==> src/rtl/fsp_pkg.sv <==
package fsp_pkg;
  // Serial clock edge events, valid for the system clock edge that performs them
  typedef struct packed {
    logic rise;
    logic fall;
  } sck_evt_t;
endpackage

==> src/rtl/fsp_sck_gen.sv <==
module fsp_sck_gen
  import fsp_pkg::*;
(
  input  logic     clk,
  input  logic     rst,
  input  logic     en,
  input  logic     frame_busy,
  output logic     sclk,
  output sck_evt_t evt
);
  logic run;
  // keep toggling while enabled, while a word is in flight, or until parked low
  assign run = en | frame_busy | sclk;

  always_ff @(posedge clk) begin
    if (rst)      sclk <= 1'b0;
    else if (run) sclk <= ~sclk;
  end

  assign evt.rise = run & ~sclk;
  assign evt.fall = sclk;

  p_free_run_r2: assert property (@(posedge clk) disable iff (rst)
    en |=> (sclk != $past(sclk)));

  p_park_low_r10: assert property (@(posedge clk) disable iff (rst)
    (!en && !frame_busy && !sclk) |=> !sclk);
endmodule

==> src/rtl/fsp_tx_framer.sv <==
module fsp_tx_framer
  import fsp_pkg::*;
#(
  parameter int DATA_W = 8
) (
  input  logic              clk,
  input  logic              rst,
  input  logic              en,
  input  sck_evt_t          evt,
  input  logic [DATA_W-1:0] tx_data,
  input  logic              tx_valid,
  output logic              tx_ready,
  output logic              busy,
  output logic              samp_en,
  output logic              samp_last,
  output logic              mosi,
  output logic              sel_n
);
  localparam int CW = $clog2(DATA_W + 1);

  logic [DATA_W-1:0] hold_q;
  logic              hold_full;
  logic [DATA_W-1:0] sh_q;
  logic [CW-1:0]     bitcnt;
  logic              word_done;
  logic              take;
  logic              launch;

  assign tx_ready  = ~hold_full;
  assign take      = tx_valid & tx_ready;
  assign word_done = busy & (bitcnt == CW'(DATA_W));
  // a new word may start on a falling edge at a word boundary or from idle
  assign launch    = evt.fall & (word_done | ~busy) & en & hold_full;

  assign samp_en   = evt.rise & busy;
  assign samp_last = samp_en & (bitcnt == CW'(DATA_W - 1));

  always_ff @(posedge clk) begin
    if (rst) begin
      hold_q    <= '0;
      hold_full <= 1'b0;
    end else if (take) begin
      hold_q    <= tx_data;
      hold_full <= 1'b1;
    end else if (launch) begin
      hold_full <= 1'b0;
    end
  end

  always_ff @(posedge clk) begin
    if (rst) begin
      busy   <= 1'b0;
      sh_q   <= '0;
      bitcnt <= '0;
    end else begin
      if (samp_en) bitcnt <= bitcnt + 1'b1;
      if (evt.fall) begin
        if (launch) begin
          busy   <= 1'b1;
          sh_q   <= hold_q;
          bitcnt <= '0;
        end else if (word_done | ~busy) begin
          busy   <= 1'b0;
        end else begin
          sh_q   <= {sh_q[DATA_W-2:0], 1'b0};
        end
      end
    end
  end

  assign mosi  = busy & sh_q[DATA_W-1];
  assign sel_n = ~busy;

  p_idle_low_r8: assert property (@(posedge clk) disable iff (rst)
    sel_n |-> !mosi);

  p_accept_r9: assert property (@(posedge clk) disable iff (rst)
    (tx_valid && tx_ready) |=> !tx_ready);

  p_word_len_r4: assert property (@(posedge clk) disable iff (rst)
    $rose(sel_n) |-> ($past(bitcnt) == CW'(DATA_W)));
endmodule

==> src/rtl/fsp_rx_shift.sv <==
module fsp_rx_shift #(
  parameter int DATA_W = 8
) (
  input  logic              clk,
  input  logic              rst,
  input  logic              samp_en,
  input  logic              samp_last,
  input  logic              miso,
  output logic [DATA_W-1:0] rx_data,
  output logic              rx_valid
);
  logic [DATA_W-1:0] rsh_q;
  logic [DATA_W-1:0] nxt;

  assign nxt = {rsh_q[DATA_W-2:0], miso};

  always_ff @(posedge clk) begin
    if (rst) begin
      rsh_q    <= '0;
      rx_data  <= '0;
      rx_valid <= 1'b0;
    end else begin
      rx_valid <= 1'b0;
      if (samp_en) begin
        rsh_q <= nxt;
        if (samp_last) begin
          rx_data  <= nxt;
          rx_valid <= 1'b1;
        end
      end
    end
  end

  p_one_pulse_r7: assert property (@(posedge clk) disable iff (rst)
    rx_valid |=> !rx_valid);
endmodule

==> src/rtl/fsp_spi_master.sv <==
module fsp_spi_master
  import fsp_pkg::*;
#(
  parameter int DATA_W = 8
) (
  input  logic              clk,
  input  logic              rst,
  input  logic              en,
  input  logic [DATA_W-1:0] tx_data,
  input  logic              tx_valid,
  output logic              tx_ready,
  output logic [DATA_W-1:0] rx_data,
  output logic              rx_valid,
  output logic              sclk,
  output logic              sel_n,
  output logic              mosi,
  input  logic              miso
);
  sck_evt_t evt;
  logic     busy;
  logic     samp_en;
  logic     samp_last;

  fsp_sck_gen u_sck (
    .clk(clk), .rst(rst), .en(en), .frame_busy(busy),
    .sclk(sclk), .evt(evt)
  );

  fsp_tx_framer #(.DATA_W(DATA_W)) u_tx (
    .clk(clk), .rst(rst), .en(en), .evt(evt),
    .tx_data(tx_data), .tx_valid(tx_valid), .tx_ready(tx_ready),
    .busy(busy), .samp_en(samp_en), .samp_last(samp_last),
    .mosi(mosi), .sel_n(sel_n)
  );

  fsp_rx_shift #(.DATA_W(DATA_W)) u_rx (
    .clk(clk), .rst(rst), .samp_en(samp_en), .samp_last(samp_last),
    .miso(miso), .rx_data(rx_data), .rx_valid(rx_valid)
  );

  p_late_frame_r3: assert property (@(posedge clk) disable iff (rst)
    $fell(sel_n) |-> (!sclk && $past(sclk)));

  p_mosi_on_fall_r6: assert property (@(posedge clk) disable iff (rst)
    (mosi != $past(mosi)) |-> (!sclk && $past(sclk)));

  p_strobe_high_r7: assert property (@(posedge clk) disable iff (rst)
    rx_valid |-> sclk);
endmodule

==> config.mk <==
export PLATFORM = sky130hd
export DESIGN_NAME = fsp_spi_master
export DESIGN_NICKNAME = d
export VERILOG_FILES = /design/src/rtl/fsp_pkg.sv /design/src/rtl/fsp_sck_gen.sv /design/src/rtl/fsp_tx_framer.sv /design/src/rtl/fsp_rx_shift.sv /design/src/rtl/fsp_spi_master.sv
export SDC_FILE = /design/constraint.sdc
export NUM_CORES = 1
export LEC_CHECK = 0
export BUFFER_PORTS_ARGS = -buffer_cell sky130_fd_sc_hd__buf_4
export CAP_MARGIN = 10
export CORE_MARGIN = 1.5
export CORE_UTILIZATION = 45
export CTS_CLUSTER_DIAMETER = 120
export DETAILED_ROUTE_END_ITERATION = 12
export GPL_TIMING_DRIVEN = 0
export PLACE_DENSITY_LB_ADDON = 0.12
export SLEW_MARGIN = 20
export SYNTH_ARGS = -nofsm -noshare
export SYNTH_HDL_FRONTEND = slang
export SYNTH_SLANG_ARGS = --single-unit
==> constraint.sdc <==
create_clock -name clk -period 1.5 [get_ports clk]
set_input_delay 0.3 -clock clk [delete_from_list [all_inputs] [get_ports clk]]
set_output_delay 0.3 -clock clk [all_outputs]
set_load 0.01 [all_outputs]
# --- Yosys cells after proc, flatten, opt, wreduce, memory -nomap -nowiden ---
# Index checks and enable logic that the tools add are counted.
totals:
  ff_bits: 39
  input_bits: 13
  output_inout_bits: 13
  elab_cells: 45
classes:
  n_addsub: 1
  n_eq_ne: 3
  n_mux: 10
  bitwise_logic: 16
  reduce_logical: 6
ops:
  columns: ["operator", "n"]
  rows:
  - ["8-bit 2-to-1 mux", 2]
  - ["4-bit 2-to-1 mux", 3]
  - ["1-bit AND", 9]
  - ["2-bit AND reduction", 3]
  - ["1-bit 2-to-1 mux", 5]
  - ["4-bit by 1-bit adder with 4-bit output, second input constant", 1]
  - ["4-bit by 3-bit equality test with 1-bit output, second input constant", 1]
  - ["4-bit equality test, second input constant", 1]
  - ["1-bit inverter", 4]
  - ["2-bit nonzero test", 2]
  - ["1-bit bitwise OR", 3]
  - ["2-bit by 1-bit inequality test with 1-bit output, second input constant", 1]
  - ["2-bit OR reduction", 1]

# --- Logic depth before layout (Yosys ltp) ---
depth:
  ltp_word: 8
  depth_mapped: 6
  ltp_nobuf: 5

# --- Cells and area by module ---
# Synthesis repeated with hierarchy kept, for this count alone.
hier_totals:
  cells_unflattened: 178
  area_unflattened_um2: 1765.4
modules_own_cells:
  columns: ["module", "n_inst", "cells_each", "area_each_um2"]
  rows:
  - ["fsp_tx_framer", 1, 110, 1056.0]
  - ["fsp_rx_shift", 1, 63, 661.9]
  - ["fsp_sck_gen", 1, 5, 47.5]

# --- Least setup slack after synthesis ---
# OpenSTA, ideal clock, no wires.
synth_timing:
  path_type: "reg2reg"
  start: "register u_tx.bitcnt[0]"
  end: "register u_tx.sh_q[3]"
  t_arrival_ns: 1.271
  required_time_ns: 1.405
  path_slack_ns: 0.133
  stages_incl_launch_ff: 7
  path_buffers: 1
  synth_period_minus_slack_ns: 1.367
  cell_sequence: "dfxtp_1 > inv_1 > ha_1 > nand3b_2 > a21oi_2 > buf_4 > a221oi_1"
synth_between:
  elab_chain_cells: 8
  word_cells_on_any_way: 9
  cone_classes: "eq/ne: 2; mux: 1; bitwise: 5; reduce/logical: 1"
synth_rtl:
  columns: ["item", "line_no", "rtl"]
  rows:
  - ["start, declared", "fsp_tx_framer.sv:24", "logic [CW-1:0] bitcnt;"]
  - ["start signal, assigned", "fsp_tx_framer.sv:56", "if (samp_en) bitcnt <= bitcnt + 1'b1;"]
  - ["4-bit equality test *", "fsp_tx_framer.sv:31", "assign word_done = busy & (bitcnt == CW'(DATA_W));"]
  - ["1-bit AND *", "fsp_tx_framer.sv:31", null]
  - ["1-bit bitwise OR *", "fsp_tx_framer.sv:33, fsp_tx_framer.sv:62", null]
  - ["1-bit AND (3 in series)", "fsp_tx_framer.sv:33", "assign launch = evt.fall & (word_done | ~busy) & en & hold_full;"]
  - ["2-bit by 1-bit inequality test with 1-bit output (no line)", null, null]
  - ["2-bit AND reduction (no line)", null, null]
  - ["end signal, assigned", "fsp_tx_framer.sv:60", "sh_q <= hold_q;"]
  - ["end signal, assigned", "fsp_tx_framer.sv:65", "sh_q <= {sh_q[DATA_W-2:0], 1'b0};"]
  - ["end, declared", "fsp_tx_framer.sv:23", "logic [DATA_W-1:0] sh_q;"]
# Every way passes the cells marked *; elsewhere a longest branch is shown, timed or not.
# A chain may end at the register's enable or synchronous reset.

# --- Worst setup path in the final report ---
layout_timing:
  start: "register u_tx.busy"
  end: "output port mosi"
layout_between:
  elab_chain_cells: 1
layout_rtl:
  columns: ["item", "line_no", "rtl"]
  rows:
  - ["start, declared", "fsp_tx_framer.sv:13", "output logic busy,"]
  - ["start signal, assigned", "fsp_tx_framer.sv:52", "busy <= 1'b0;"]
  - ["start signal, assigned", "fsp_tx_framer.sv:59", "busy <= 1'b1;"]
  - ["start signal, assigned", "fsp_tx_framer.sv:63", "busy <= 1'b0;"]
  - ["1-bit AND", "fsp_tx_framer.sv:71", "assign mosi = busy & sh_q[DATA_W-1];"]
  - ["end, declared", "fsp_spi_master.sv:16", "output logic mosi,"]
# Every way passes these cells.

==> reports/metrics.csv <==
stage;metric;value;unit
status;status;finished clean;
critical_path;CP endpoint kind;output port;
clocking;# hold bufs at CTS;0;
floorplanning;chip height;63.0;microns
global_route;met2 Use GR;0.318;
sta;final critical-path share of the clock period;0.969;
critical_path;CP Launch Point;u_tx.busy$_SDFFE_PP0P_;
run;Max-Cap Viols;0;
place;placed insts;253;
clocking;CTS tree;done;
global_route;GRT Max-Usage Layer;met2;
critical_path;R2R Path Start;u_tx.bitcnt[0]$_SDFF_PP0_;
global_route;gr usage total;0.192;
finish;commonest cells after routing, fill and taps aside;dfxtp_1 (36), buf_4 (26), nand2_1 (17), nand3_1 (16), a21oi_1 (16);
logic_synthesis;Mapped Nets;198;
sta;minimum clock period;1.45;ns
critical_path;Critical Path AT;1.15;ns
pwr;pwr/cell area;1090;mW/mm^2
min_path;HP Class;primary input to flop;
route;TritonRoute pass-1 iters;4;
global_route;vias in the first global route;1350;
floorplanning;top-level port count;26;
clocking;clk sinks;39;
sta;Pins Over Slew Limit;0;
sta;final hold vios;0;
critical_path;CP max FO;10;
finish;Area Overhead vs Synth;24.2;%
place;IO Port Bufs;24;
logic_synthesis;Yosys top cell by area;dfxtp_1;
floorplanning;full die area;0.00397;sq mm
logic_synthesis;top cells by area, synth;dfxtp_1 (48%), mux2i_1 (5.6%), a21oi_1 (4.9%);
sta;Max-Slew Margin vs Limit;0.659;
pwr;NetSw;0.506;mW
pwr;share of power burned in registers;0.501;
clocking;CTS Buf Count;5;
pwr;P_int;1.69;mW
min_path;min-delay src;tx_data[3];
global_route;Remaining Overflow, GRT;0;
sta;final setup fails;0;
pwr;leakage;0.758;nW
finish;Nets;229;
sta;RSZ-0062 raised after global routing;no;
clocking;clock tree buffer depth;2;
place;Post-DP Area;0.00186;sq mm
route;initial detailed-routing violation count;66;
route;Total Routed Length;3510;microns
logic_synthesis;Syn Inst Count;183;
global_route;first-pass GRT wire length;6050;microns
critical_path;Worst Path Class, Setup;flop to output port;
floorplanning;row count;21;
route;drt via density;5.29;
clocking;Post-CTS Setup Inserts;0;
route;Via Count;1380;
logic_synthesis;post-synthesis sequential area ratio;0.482;
route;final routed DRC violation total;0;
floorplanning;initial core utilization;0.478;
global_route;met3 GRT Util;0.0631;
place;routability congestion estimate;0.786;
sta;setup TNS;0;ns
route;ANT nets after route;0;
finish;Finished Cell Area;0.00201;sq mm
clocking;CTS Root Cell;clkbuf_4;
logic_synthesis;top cell type's share of synthesized area;0.482;
finish;fin util;0.593;
pwr;Clock power frac;0.407;
logic_synthesis;synth unique cells;31;
finish;Finished Layout Cells;261;
finish;layout cells sized above 1;0.242;
critical_path;Worst Setup Start Kind;flop;
pwr;switching part of the total power;0.231;
sta;Fmax;688;MHz
floorplanning;core area;0.00339;sq mm
clocking;CTS H-Tree Depth;2;
logic_synthesis;Mapped Area;0.00162;sq mm
clocking;clk slew on worst S/H paths;0.12;ns
logic_synthesis;synth warn;0;
sta;Setup Skew;0.00585;ns
critical_path;Worst EP required;1.20;ns
logic_synthesis;number of synthesized register bits;39;
global_route;M1 GR Usage;0.237;
clocking;Skew-Pair Late Insertion Delay;0.36;ns
place;HPWL after DPL;2430;microns
pwr;VDD IR max;0.810;mV
finish;commonest non-fill, non-tap cell in the layout;dfxtp_1;
pwr;Comb power frac;0.092;
logic_synthesis;Mean Syn Cell Area;8.85;sq um
global_route;initial antenna violation count;0;
route;wire per inst;13.4;microns
global_route;largest net degree at the start of global routing;14;
floorplanning;Die Wd;63.0;microns
finish;diode count;0;
sta;Worst-Margin Slew;0.511;ns
area by class of cell:
| class | instances | area (sq um) |
|---|---|---|
| fillers | 301 | 1380 |
| flip-flops and latches | 39 | 785 |
| multi-input cells | 119 | 761 |
| repair buffers | 24 | 180 |
| plain buffers | 14 | 81.3 |
| clock inverters | 3 | 67.6 |
| well taps | 46 | 57.6 |
| inverters | 11 | 41.3 |
| clock buffers | 5 | 37.5 |
sequential cells by signal, summed over array words and instances (netlist names):
name	flops
u_tx.hold_full	1
u_rx.rsh_q	7
u_tx.busy	1
u_tx.bitcnt	4
u_rx.rx_valid	1
u_sck.sclk	1
u_rx.rx_data	8
u_tx.sh_q	8
u_tx.hold_q	8
cells in the mapped netlist:
cell type	number
and2b_1	1
o211ai_1	2
or4_4	1
dfxtp_1	39
and2_1	2
nor2b_1	2
buf_4	3
clkbuf_1	5
xnor2_1	2
nand3_1	16
a21oi_1	16
nand2b_4	1
inv_1	11
ha_1	2
and3_1	1
a31oi_1	1
nand3b_2	1
nand3b_1	1
nand2b_1	1
o22ai_1	7
nor3_1	6
a211oi_2	1
o21ai_0	8
mux2i_1	9
nand2_1	17
nor2_1	10
a21oi_2	1
and3b_1	2
buf_2	6
a221oi_1	7
o31ai_1	1
power by group through the flow:
stage                     Combinational, mW  Sequential, mW  Clock (mW)
after floorplan                       0.126            1.11           0
after global placement                0.183            1.12           0
after detailed placement              0.189            1.12           0
after CTS                             0.192            1.10       0.896
after global routing                  0.226            1.10       0.949
final                                 0.202            1.10       0.892
per-layer routing:
metal | part of all wire | routed length, microns | vias up
met5 | 0 | 0 | -
met4 | 0.013 | 44 | 0
met2 | 0.48 | 1700 | 35
li1 | - | - | 704
met1 | 0.46 | 1600 | 636
met3 | 0.048 | 170 | 5
kinds of logic after synthesis:
logic type / Yosys count / share of synthesized area
DFF: 39 / 0.482
buffers and inverters: 25 / 0.0696
adders and majority gates: 2 / 0.0155
xor gates and xnor gates: 2 / 0.0108
and+or+nand+nor: 62 / 0.196
AOI/OAI and AO/OA: 44 / 0.170
muxes: 9 / 0.0556
worst max-delay path, stage by stage, from the launching register on:
cell	delay [ns]
dfxtp_2	0.38
buf_6	0.15
and2_1	0.15
buf_4	0.12
stage by stage:
step	setup slack, ns	total power [mW]	hold WS (ns)
after floorplan	0.133	1.24	0.436
after global placement	-0.00451	1.30	0.449
after detailed placement	-0.102	1.31	0.450
after CTS	0.0211	2.19	0.167
after global routing	0.00709	2.28	0.191
final	0.0469	2.19	0.167
timing repair:
item | 4_1_cts | 5_1_grt
hold endpoints to repair | 0 | 0
resized for setup | 5 | 7
endpoints found under the setup margin | 6 | 13
pin swaps | 0 | 5
path summary, 6_finish.rpt:
path	endpoint	cells past startpoint	slack, ns
worst min register to register	u_rx.rsh_q[6]$_SDFFE_PP0N_	2	0.47
worst max-delay path	mosi	3	0.05
worst min-delay path	u_tx.hold_q[3]$_SDFFE_PP0P_	3	0.17
worst max register to register	u_tx.sh_q[4]$_SDFFE_PP0P_	6	0.09
Note: power is estimated with default switching activity, not from simulation.
